### src/rtl/owsrch_pkg.sv
package owsrch_pkg;

  typedef enum logic [1:0] {
    OP_RESET = 2'd0,
    OP_WR0   = 2'd1,
    OP_WR1   = 2'd2,
    OP_READ  = 2'd3
  } bus_op_e;

  typedef enum logic [2:0] {
    S_IDLE = 3'd0,
    S_RST  = 3'd1,
    S_CMD  = 3'd2,
    S_RD0  = 3'd3,
    S_RD1  = 3'd4,
    S_WR   = 3'd5,
    S_EMIT = 3'd6
  } state_e;

  // search command byte, sent least significant bit first
  localparam logic [7:0] SEARCH_CMD = 8'hF0;

endpackage

### src/rtl/owsrch_idreg.sv
module owsrch_idreg #(
  parameter int ID_W  = 64,
  parameter int IDX_W = 6
) (
  input  logic             clk,
  input  logic             rst_ns,
  input  logic             load_en,
  input  logic [IDX_W-1:0] idx,
  input  logic             dir,
  output logic             cur_bit,
  output logic [ID_W-1:0]  id_q
);

  logic [ID_W-1:0] id_d;

  for (genvar gi = 0; gi < ID_W; gi++) begin : g_bit
    always_comb begin
      id_d[gi] = id_q[gi];
      if (load_en && (int'(idx) == gi)) id_d[gi] = dir;
    end

    always_ff @(posedge clk or negedge rst_ns) begin
      if (!rst_ns) id_q[gi] <= 1'b0;
      else         id_q[gi] <= id_d[gi];
    end
  end

  always_comb begin
    cur_bit = 1'b0;
    if (int'(idx) < ID_W) cur_bit = id_q[idx];
  end


  load_in_range_chk: assert property (@(posedge clk) disable iff (!rst_ns)
    load_en |-> (int'(idx) < ID_W));

endmodule

### src/rtl/owsrch_disc.sv
module owsrch_disc #(
  parameter int POS_W = 7
) (
  input  logic             clk,
  input  logic             rst_ns,
  input  logic             clr_search,
  input  logic             clr_pass,
  input  logic             decide,
  input  logic             end_pass,
  input  logic             rd_true,
  input  logic             rd_cmpl,
  input  logic [POS_W-1:0] pos,
  input  logic             prev_bit,
  output logic             dir,
  output logic             more
);

  logic [POS_W-1:0] last_disc_q, last_disc_d;
  logic [POS_W-1:0] last_zero_q, last_zero_d;
  logic             fork_seen;

  always_comb begin
    fork_seen = (rd_true == rd_cmpl);
    if (!fork_seen)             dir = rd_true;
    else if (pos < last_disc_q) dir = prev_bit;
    else if (pos == last_disc_q) dir = 1'b1;
    else                        dir = 1'b0;
  end

  always_comb begin
    last_disc_d = last_disc_q;
    last_zero_d = last_zero_q;
    if (clr_search) begin
      last_disc_d = '0;
      last_zero_d = '0;
    end else if (clr_pass) begin
      last_zero_d = '0;
    end else if (decide && fork_seen && !dir) begin
      last_zero_d = pos;
    end else if (end_pass) begin
      last_disc_d = last_zero_q;
    end
  end

  always_ff @(posedge clk or negedge rst_ns) begin
    if (!rst_ns) begin
      last_disc_q <= '0;
      last_zero_q <= '0;
    end else begin
      last_disc_q <= last_disc_d;
      last_zero_q <= last_zero_d;
    end
  end

  assign more = (last_zero_q != '0);


  zero_fork_rising_chk: assert property (@(posedge clk) disable iff (!rst_ns)
    decide |=> (last_zero_q >= $past(last_zero_q)));

endmodule

### src/rtl/owsrch_ctrl.sv
module owsrch_ctrl
  import owsrch_pkg::*;
#(
  parameter int ID_W  = 64,
  parameter int IDX_W = 6,
  parameter int POS_W = 7
) (
  input  logic             clk,
  input  logic             rst_ns,
  input  logic             start,
  input  logic             bus_ack,
  input  logic             bus_rbit,
  input  logic             cur_bit,
  input  logic             more,
  output logic             bus_req,
  output logic [1:0]       bus_op,
  output logic [IDX_W-1:0] idx,
  output logic [POS_W-1:0] pos,
  output logic             rd_true,
  output logic             decide,
  output logic             clr_search,
  output logic             clr_pass,
  output logic             end_pass,
  output logic             id_valid,
  output logic             busy,
  output logic             done,
  output logic             no_dev,
  output logic             err
);

  localparam int CNT_W = (IDX_W > 3) ? IDX_W : 3;
  localparam logic [CNT_W-1:0] CMD_LAST = CNT_W'(7);
  localparam logic [IDX_W-1:0] IDX_LAST = IDX_W'(ID_W - 1);

  state_e           state_q, state_d;
  logic [CNT_W-1:0] cnt_q, cnt_d;
  logic             rd0_q, rd0_d;
  logic             done_q, done_d, nodev_q, nodev_d, err_q, err_d;

  assign idx = cnt_q[IDX_W-1:0];
  assign pos = POS_W'(idx) + POS_W'(1);

  // next-state process
  always_comb begin
    state_d = state_q;
    cnt_d   = cnt_q;
    rd0_d   = rd0_q;
    done_d  = done_q;
    nodev_d = nodev_q;
    err_d   = err_q;
    unique case (state_q)
      S_IDLE: if (start) begin
        state_d = S_RST;
        done_d  = 1'b0;
        nodev_d = 1'b0;
        err_d   = 1'b0;
      end
      S_RST: if (bus_ack) begin
        if (bus_rbit) begin
          state_d = S_CMD;
          cnt_d   = '0;
        end else begin
          state_d = S_IDLE;
          nodev_d = 1'b1;
        end
      end
      S_CMD: if (bus_ack) begin
        if (cnt_q == CMD_LAST) begin
          cnt_d   = '0;
          state_d = S_RD0;
        end else begin
          cnt_d = cnt_q + CNT_W'(1);
        end
      end
      S_RD0: if (bus_ack) begin
        rd0_d   = bus_rbit;
        state_d = S_RD1;
      end
      S_RD1: if (bus_ack) begin
        if (rd0_q && bus_rbit) begin
          err_d   = 1'b1;
          state_d = S_IDLE;
        end else begin
          state_d = S_WR;
        end
      end
      S_WR: if (bus_ack) begin
        if (idx == IDX_LAST) state_d = S_EMIT;
        else begin
          cnt_d   = cnt_q + CNT_W'(1);
          state_d = S_RD0;
        end
      end
      S_EMIT: begin
        if (more) state_d = S_RST;
        else begin
          done_d  = 1'b1;
          state_d = S_IDLE;
        end
      end
      default: state_d = S_IDLE;
    endcase
  end

  // register process
  always_ff @(posedge clk or negedge rst_ns) begin
    if (!rst_ns) begin
      state_q <= S_IDLE;
      cnt_q   <= '0;
      rd0_q   <= 1'b0;
      done_q  <= 1'b0;
      nodev_q <= 1'b0;
      err_q   <= 1'b0;
    end else begin
      state_q <= state_d;
      cnt_q   <= cnt_d;
      rd0_q   <= rd0_d;
      done_q  <= done_d;
      nodev_q <= nodev_d;
      err_q   <= err_d;
    end
  end

  // output decode
  always_comb begin
    bus_op = OP_READ;
    unique case (state_q)
      S_RST:   bus_op = OP_RESET;
      S_CMD:   bus_op = SEARCH_CMD[cnt_q[2:0]] ? OP_WR1 : OP_WR0;
      S_WR:    bus_op = cur_bit ? OP_WR1 : OP_WR0;
      default: bus_op = OP_READ;
    endcase
  end

  assign bus_req    = (state_q == S_RST) || (state_q == S_CMD) || (state_q == S_RD0) ||
                      (state_q == S_RD1) || (state_q == S_WR);
  assign rd_true    = rd0_q;
  assign decide     = (state_q == S_RD1) && bus_ack && !(rd0_q && bus_rbit);
  assign clr_search = (state_q == S_IDLE) && start;
  assign clr_pass   = (state_q == S_RST) && bus_ack && bus_rbit;
  assign end_pass   = (state_q == S_EMIT);
  assign id_valid   = (state_q == S_EMIT);
  assign busy       = (state_q != S_IDLE);
  assign done       = done_q;
  assign no_dev     = nodev_q;
  assign err        = err_q;


  op_hold_chk: assert property (@(posedge clk) disable iff (!rst_ns)
    (bus_req && !bus_ack) |=> (bus_req && $stable(bus_op)));


  strobe_width_chk: assert property (@(posedge clk) disable iff (!rst_ns)
    id_valid |=> !id_valid);


  one_outcome_chk: assert property (@(posedge clk) disable iff (!rst_ns)
    $onehot0({done, no_dev, err}));


  reset_first_chk: assert property (@(posedge clk) disable iff (!rst_ns)
    $rose(busy) |-> (bus_req && bus_op == OP_RESET));


  abort_idle_chk: assert property (@(posedge clk) disable iff (!rst_ns)
    $rose(err) |-> !busy);

endmodule

### src/rtl/owsrch_master.sv
module owsrch_master #(
  parameter int ID_W = 64
) (
  input  logic            clk,
  input  logic            rst_n,
  input  logic            start,
  output logic            bus_req,
  output logic [1:0]      bus_op,
  input  logic            bus_ack,
  input  logic            bus_rbit,
  output logic [ID_W-1:0] id_out,
  output logic            id_valid,
  output logic            busy,
  output logic            done,
  output logic            no_dev,
  output logic            err
);

  localparam int IDX_W = (ID_W > 2) ? $clog2(ID_W) : 1;
  localparam int POS_W = $clog2(ID_W + 1);

  logic [1:0]       rst_sync_q;
  logic             rst_ns;
  logic             cur_bit, more, dir;
  logic [IDX_W-1:0] idx;
  logic [POS_W-1:0] pos;
  logic             rd_true, decide, clr_search, clr_pass, end_pass;

  always_ff @(posedge clk or negedge rst_n) begin
    if (!rst_n) rst_sync_q <= 2'b00;
    else        rst_sync_q <= {rst_sync_q[0], 1'b1};
  end
  assign rst_ns = rst_sync_q[1];

  owsrch_ctrl #(.ID_W(ID_W), .IDX_W(IDX_W), .POS_W(POS_W)) u_ctrl (
    .clk(clk), .rst_ns(rst_ns), .start(start), .bus_ack(bus_ack), .bus_rbit(bus_rbit),
    .cur_bit(cur_bit), .more(more), .bus_req(bus_req), .bus_op(bus_op), .idx(idx),
    .pos(pos), .rd_true(rd_true), .decide(decide), .clr_search(clr_search),
    .clr_pass(clr_pass), .end_pass(end_pass), .id_valid(id_valid), .busy(busy),
    .done(done), .no_dev(no_dev), .err(err)
  );

  owsrch_disc #(.POS_W(POS_W)) u_disc (
    .clk(clk), .rst_ns(rst_ns), .clr_search(clr_search), .clr_pass(clr_pass),
    .decide(decide), .end_pass(end_pass), .rd_true(rd_true), .rd_cmpl(bus_rbit),
    .pos(pos), .prev_bit(cur_bit), .dir(dir), .more(more)
  );

  owsrch_idreg #(.ID_W(ID_W), .IDX_W(IDX_W)) u_idreg (
    .clk(clk), .rst_ns(rst_ns), .load_en(decide), .idx(idx), .dir(dir),
    .cur_bit(cur_bit), .id_q(id_out)
  );

endmodule

### config.mk
export PLATFORM = sky130hd
export DESIGN_NAME = owsrch_master
export DESIGN_NICKNAME = d
export VERILOG_FILES = /design/src/rtl/owsrch_pkg.sv /design/src/rtl/owsrch_idreg.sv /design/src/rtl/owsrch_disc.sv /design/src/rtl/owsrch_ctrl.sv /design/src/rtl/owsrch_master.sv
export SDC_FILE = /design/constraint.sdc
export NUM_CORES = 1
export LEC_CHECK = 0
export BUFFER_PORTS_ARGS = -buffer_cell sky130_fd_sc_hd__buf_2
export CAP_MARGIN = 20
export CORE_ASPECT_RATIO = 1.5
export CORE_UTILIZATION = 43
export CTS_CLUSTER_SIZE = 28
export DETAILED_ROUTE_END_ITERATION = 8
export PLACE_DENSITY = 0.71
export SETUP_SLACK_MARGIN = 0.05
export SYNTH_ARGS = -nofsm -noshare
export SYNTH_HDL_FRONTEND = slang
export SYNTH_SLANG_ARGS = --single-unit
export TNS_END_PERCENT = 50
### constraint.sdc
create_clock -name clk -period 3.8 [get_ports clk]
set_input_delay 1.14 -clock clk [delete_from_list [all_inputs] [get_ports clk]]
set_output_delay 1.14 -clock clk [all_outputs]
set_load 0.05 [all_outputs]
## Word level (Yosys, flattened, before mapping)

Memories as Yosys holds them, arrays and structs flattened.
Index checks and enable logic that the tools add are counted.

| storage, ports and cells | value |
|---|---|
| register bits after elaboration | 93 |
| memory bits (read-only) | 8 |
| output and inout bits | 72 |
| logic and storage cells | 305 |
| memories kept | 1 |

Memory list:

| name | words | bits a word | read ports | clocked after memory_dff | wr ports | line | text |
|---|---|---|---|---|---|---|---|
| (name not given) | 8 | 1 | 1 | 0 | 0 | owsrch_ctrl.sv:129 | `S_CMD: bus_op = SEARCH_CMD[cnt_q[2:0]] ? OP_WR1 : OP_WR0;` |

| operators by class | value |
|---|---|
| add/subtract/negate cells | 2 |
| magnitude comparators | 3 |
| equality and inequality tests | 87 |
| multiplexer cells | 44 |
| reduce and logical (&&, ||, !) cells | 95 |

Operators by type and width:

| kind | count |
|---|---|
| $eq 6x6->1 const B | 33 |
| $eq 6x5->1 const B | 16 |
| $logic_and 1x1->1 | 72 |
| $mux 7 | 7 |
| $eq 6x4->1 const B | 8 |
| $mux 6 | 6 |
| $eq 6x3->1 const B | 5 |
| $mux 3 | 9 |
| $ne 2x2->1 const B | 12 |
| $pmux 3 s7 | 1 |
| $pmux 6 s3 | 1 |
| $eq 6x2->1 const B | 2 |
| $mux 1 | 12 |
| $eq 3x3->1 const B | 3 |
| $reduce_bool 3->1 | 3 |
| $reduce_and 4->1 | 2 |
| $reduce_bool 2->1 | 4 |
| $add 6x1->7 const B | 1 |
| $eq 7x7->1 | 1 |
| $lt 6x7->1 const B | 1 |
| $lt 7x7->1 | 1 |
| $reduce_and 7->1 | 1 |
| $reduce_bool 7->1 | 1 |
| $add 6x1->6 const B | 1 |
| 17 further kinds | 28 |

## Depth between registers and ports, before layout

| depth | value |
|---|---|
| depth in word-level cells | 10 |
| depth in mapped cells | 14 |
| gate-level depth less buffers | 11 |

## Modules after synthesis

From an unflattened synthesis, not the netlist that was laid out.

| unflattened totals | value |
|---|---|
| cell total of the unflattened synthesis | 493 |
| area total of the unflattened synthesis | 5315.1 um^2 |

Modules (own cells, without submodules):

| module | instances | cells each | area each (um^2) |
|---|---|---|---|
| owsrch_idreg | 1 | 278 | 3373.2 |
| owsrch_disc | 1 | 98 | 944.7 |
| owsrch_ctrl | 1 | 114 | 943.4 |
| owsrch_master | 1 | 3 | 53.8 |

## Least setup slack after synthesis

OpenSTA, ideal clock, no wires.

| path | value |
|---|---|
| path kind | register to output |
| start point | register u_idreg.id_q[29] |
| end point | output bus_op[0] |
| arrival time | 2.667 ns |
| data required time | 2.660 ns |
| path slack | -0.007 ns |
| cell stages (with the launch flop) | 7 |
| path buffers | 0 |
| cells stage by stage | dfrtp_1 mux4_1 mux2_2 a2bb2oi_2 nand4_2 a21oi_1 a2bb2oi_1 |

| between the ends | value |
|---|---|
| longest elaborated chain between the ends | 4 |

Ends and longest elaborated chain:

| item | line | text |
|---|---|---|
| from (decl) | owsrch_idreg.sv:11 | `output logic [ID_W-1:0] id_q` |
| from (signal, indexed assignment) | owsrch_idreg.sv:24 | `else id_q[gi] <= id_d[gi];` |
| $bmux 1 s6 | owsrch_idreg.sv:30 | `if (int'(idx) < ID_W) cur_bit = id_q[idx];` |
| $mux 1 (implied by the code) | owsrch_idreg.sv:30 |  |
| $mux 2 | owsrch_ctrl.sv:130 | `S_WR: bus_op = cur_bit ? OP_WR1 : OP_WR0;` |
| $pmux 2 s3 | owsrch_ctrl.sv:127 | `unique case (state_q)` |
| to (decl) | owsrch_master.sv:8 | `output logic [1:0] bus_op,` |

No other way between the ends. The select of a mux whose other input is x is not followed.

## Worst setup path in the final report

| path | value |
|---|---|
| start point | register u_ctrl.cnt_q[0] (netlist: u_ctrl.idx[0]) |
| end point | output bus_op[0] |

| between the ends | value |
|---|---|
| longest elaborated chain between the ends | 4 |

Ends and longest elaborated chain:

| item | line | text |
|---|---|---|
| from (decl) | owsrch_ctrl.sv:36 | `logic [CNT_W-1:0] cnt_q, cnt_d;` |
| from (signal assigned) | owsrch_ctrl.sv:116 | `cnt_q <= cnt_d;` |
| $bmux 1 s6 / $mem_v2 8x1 (equally long branches) | - |  |
| $mux 1 (on tied branches) | owsrch_idreg.sv:30, owsrch_ctrl.sv:129 |  |
| $mux 2 (on tied branches) | owsrch_ctrl.sv:130, owsrch_ctrl.sv:129 |  |
| $pmux 2 s3 (*) | owsrch_ctrl.sv:127 |  |

Mark *: on every way between the ends. The rest lies on a longest branch, timed or not. The select of a mux whose other input is x is not followed.

==> impl_metrics.csv <==
group,metric,value,unit
outcome,status,"finished clean",
power,p_leak,2.856,nW
cts,insertion_delay,0.35,ns
global_routing,use_met2,44.31,%
sta,fmax,273.5,MHz
die,core,0.01295,mm²
finish,drive_gt1_share,21.27,%
routing,wl_per_cell,19.25,µm
die,rows,51,
setup_path,path_cells,"buf_12 -> mux4_2 -> mux2i_1 -> a2bb2oi_2 -> nand4_4 -> a21oi_2 -> a2bb2oi_2 -> buf_6",
placed_design,port_buffers,76,
sta,fin_crit_sh,96.21,%
finish,n_antenna_cell,0,
global_routing,grtUsageTotal,26.02,%
yosys,ys_warn_count,0,
placed_design,dp.cells,866,
setup_path,cpPeakStageDelay,0.50,ns
routing,firstDrtPassIters,5,
global_routing,grt_use_met1,32.45,%
yosys,yosysUniqueCellTypes,52,
global_routing,globalRoute.busiestLayer,"met2",
setup_path,cp-end-kind,"output port",
cts,hold_buffers,0,
finish,final_common_cell,"nand2_1",
yosys,synth_edf_count,0,
power,total_power,3.553,mW
yosys,synth_ff_type,"dfrtp_1",
die,fp.dieW,96.13,µm
yosys,avgSynthCellArea,8.791,µm²
sta,hold_viol_final,0,
routing,wirelength,17.27,mm
yosys,syn_nets,667,
yosys,syn_inst,650,
cts,cts_tree,"yes",
die,die_y,143.2,µm
routing,ant_nets,0,
power,max-vdd-ir-drop,0.2601,mV
routing,via_per_inst,5.753,
placed_design,globalplace.congestion,0.9550,
yosys,synthArstFlopShare,100.0,%
sta,tightest_slew,0.8797,ns
sta,setup_viol,0,
global_routing,antenna_found_initial,0,
sta,fin_skew,0.01007,ns
sta,rsz0062_at_grt,"false",
setup_path,crit_family,"multiplexers",
yosys,synth.ff_latch_count,93,
setup_path,required,2.66,ns
routing,drtIter0Drc,392,
setup_path,arrival,2.52,ns
worst_hold_path,hold_path_class,"flip-flop to flip-flop",
cts,cts_buffers,9,
die,dieArea,0.01376,mm²
flow_run,maxCapViolCount,0,
cts,htreeDepth,3,
yosys,ys_seq_area_share,40.73,%
cts,cts.clk_slew.worst_paths,0.07,ns
die,ios,77,
sta,period_minus_slack,3.656,ns
finish,post-route-util,52.41,%
setup_path,cp_max_fo,7,
cts,cts-root-buf,"clkbuf_16",
sta,fin_setup_tns,0,ns
finish,final_cell_mix,"111 x nand2_1, 94 x nor2_1, 90 x dfrtp_1, 88 x mux2i_1",
global_routing,grt_pass1_wl,26.88,mm
global_routing,grt_start_max_net_pins,66,
routing,vias,5160,
setup_path,crit_slowest_cell,"mux4_2",
routing,drc_errors,0,
placed_design,hpwl,12.38,mm
power,p_per_area,523.4,mW/mm²
setup_path,worst-path-buf-inv,2,
sta,drv_slew,0,
setup_path,path_class,"flip-flop to output port",
finish,area_growth,18.81,%
setup_path,start_kind,"flip-flop",
global_routing,grt_pass1_vias,4839,
finish,nets,750,
global_routing,overflow,0,
yosys,syn_area,0.005714,mm²
global_routing,grtUsageMet3,2.982,%
die,initial_core_util,44.11,%
cts,cts.sinks,93,
sta,maxSlewHeadroom,41.35,%
cts,clk_path_buf_depth,2,
setup_path,worst_path_most_repeated_cell,"a2bb2oi_2",
finish,fin_cells,897,
-- area by class of cell --
cell class	count	area, µm²
fillers	1236	6165
multi-input cells	496	3158
flip-flops and latches	93	2333
repair buffers	114	726.9
clock buffers	11	242.7
well taps	159	198.9
inverters	19	71.32
clock inverters	5	57.56
-- flip-flops by register name (all words and copies together) (netlist names) --
register	flops
u_disc.last_disc_q	7
u_ctrl.rd_true	1
u_ctrl.done	1
rst_sync_q	2
u_ctrl.idx	6
u_ctrl.no_dev	1
u_ctrl.err	1
u_ctrl.state_q	3
u_idreg.id_q	64
u_disc.last_zero_q	7
-- cells in the mapped netlist, types with 3 or more instances --
cell type	number	area, µm²
a21o_1	4	30.03
a21oi_1	12	60.06
a22o_1	7	61.31
a22oi_1	3	22.52
a31oi_1	5	31.28
buf_2	9	45.04
clkbuf_1	26	97.59
clkbuf_2	4	20.02
dfrtp_1	93	2327
ha_1	12	150.1
inv_1	19	71.32
mux2_2	5	56.30
mux2i_1	88	880.8
mux4_2	6	135.1
nand2_1	111	416.7
nand2b_1	4	25.02
nand3_1	13	65.06
nand4_1	6	37.54
nor2_1	94	352.8
nor2b_1	5	31.28
nor3_1	3	15.01
o21ai_0	75	375.4
o21ai_1	3	15.01
o22ai_1	3	18.77
or3_1	4	25.02
xnor2_1	3	26.28
-- logic make-up after synthesis --
group | Yosys count | share of synthesized area (%)
flip-flops | 93 | 40.73
adder cells (fa/ha/maj) | 12 | 2.627
XOR/XNOR | 4 | 0.6132
other | 1 | 0.06563
buffers and inverters | 61 | 4.489
AO/OA/AOI/OAI | 122 | 12.70
multiplexers | 102 | 19.95
AND/OR/NAND/NOR | 255 | 18.83
-- per-layer routing --
layer	share of wire, %	vias to the layer above
met3	4.3	41
met2	52	185
li1	-	2411
met4	3.7	0
met1	40	2523
met5	0	-
-- what timing repair did --
item | in CTS | in global routing
cloned | 0 | 1
setup buffers | 0 | 14
endpoints found under the setup margin | 2 | 2
endpoints found under the hold margin | 0 | 0
resized for setup | 6 | 6
pin swaps | 0 | 1
-- stage by stage --
stage                     instance area [µm²]  hold slack [ns]  setup slack (ns)
after floorplan                          5720           0.3312            0.1210
after global placement                   6327           0.3375            0.2764
after detailed placement                 6327           0.3358            0.2341
after CTS                                6644           0.3512           0.06765
after global routing                     6789           0.3731           0.05530
final                                    6789           0.3478            0.1442
-- worst register-to-register path, delay by kind of cell (launching register included) --
| family | cells | cell delay [ns] |
|---|---|---|
| buffers and inverters | 4 | 0.61 |
| DFF | 1 | 0.48 |
| muxes | 1 | 0.18 |
| adders and majority gates | 2 | 0.59 |
| AOI/OAI and AO/OA | 3 | 0.62 |
| xor gates and xnor gates | 1 | 0.34 |
| and+or+nand+nor | 2 | 0.59 |
-- power by group --
group          switching [mW]  total [mW]  internal [mW]
Combinational           0.980        1.45          0.466
Clock                   0.396       0.927          0.531
Sequential              0.136        1.18           1.04
Total                    1.51        3.55           2.04
-- final timing paths --
path | slack [ns] | from | depth (start not counted) | to
worst max-delay path | 0.14 | u_ctrl.idx[0] | 8 | bus_op[0]
worst min-delay path | 0.35 | rst_sync_q[0] | 0 | rst_sync_q[1]
worst max register to register | 0.32 | u_ctrl.idx[0] | 13 | u_disc.last_zero_q[3]
worst min register to register | 0.35 | rst_sync_q[0] | 0 | rst_sync_q[1]
max in group asynchronous | 2.47 | rst_sync_q[1] | 1 | u_ctrl.idx[0]
min in group asynchronous | 0.43 | rst_sync_q[1] | 0 | u_idreg.id_q[58]
No activity file was read; power rests on OpenSTA's default activity.
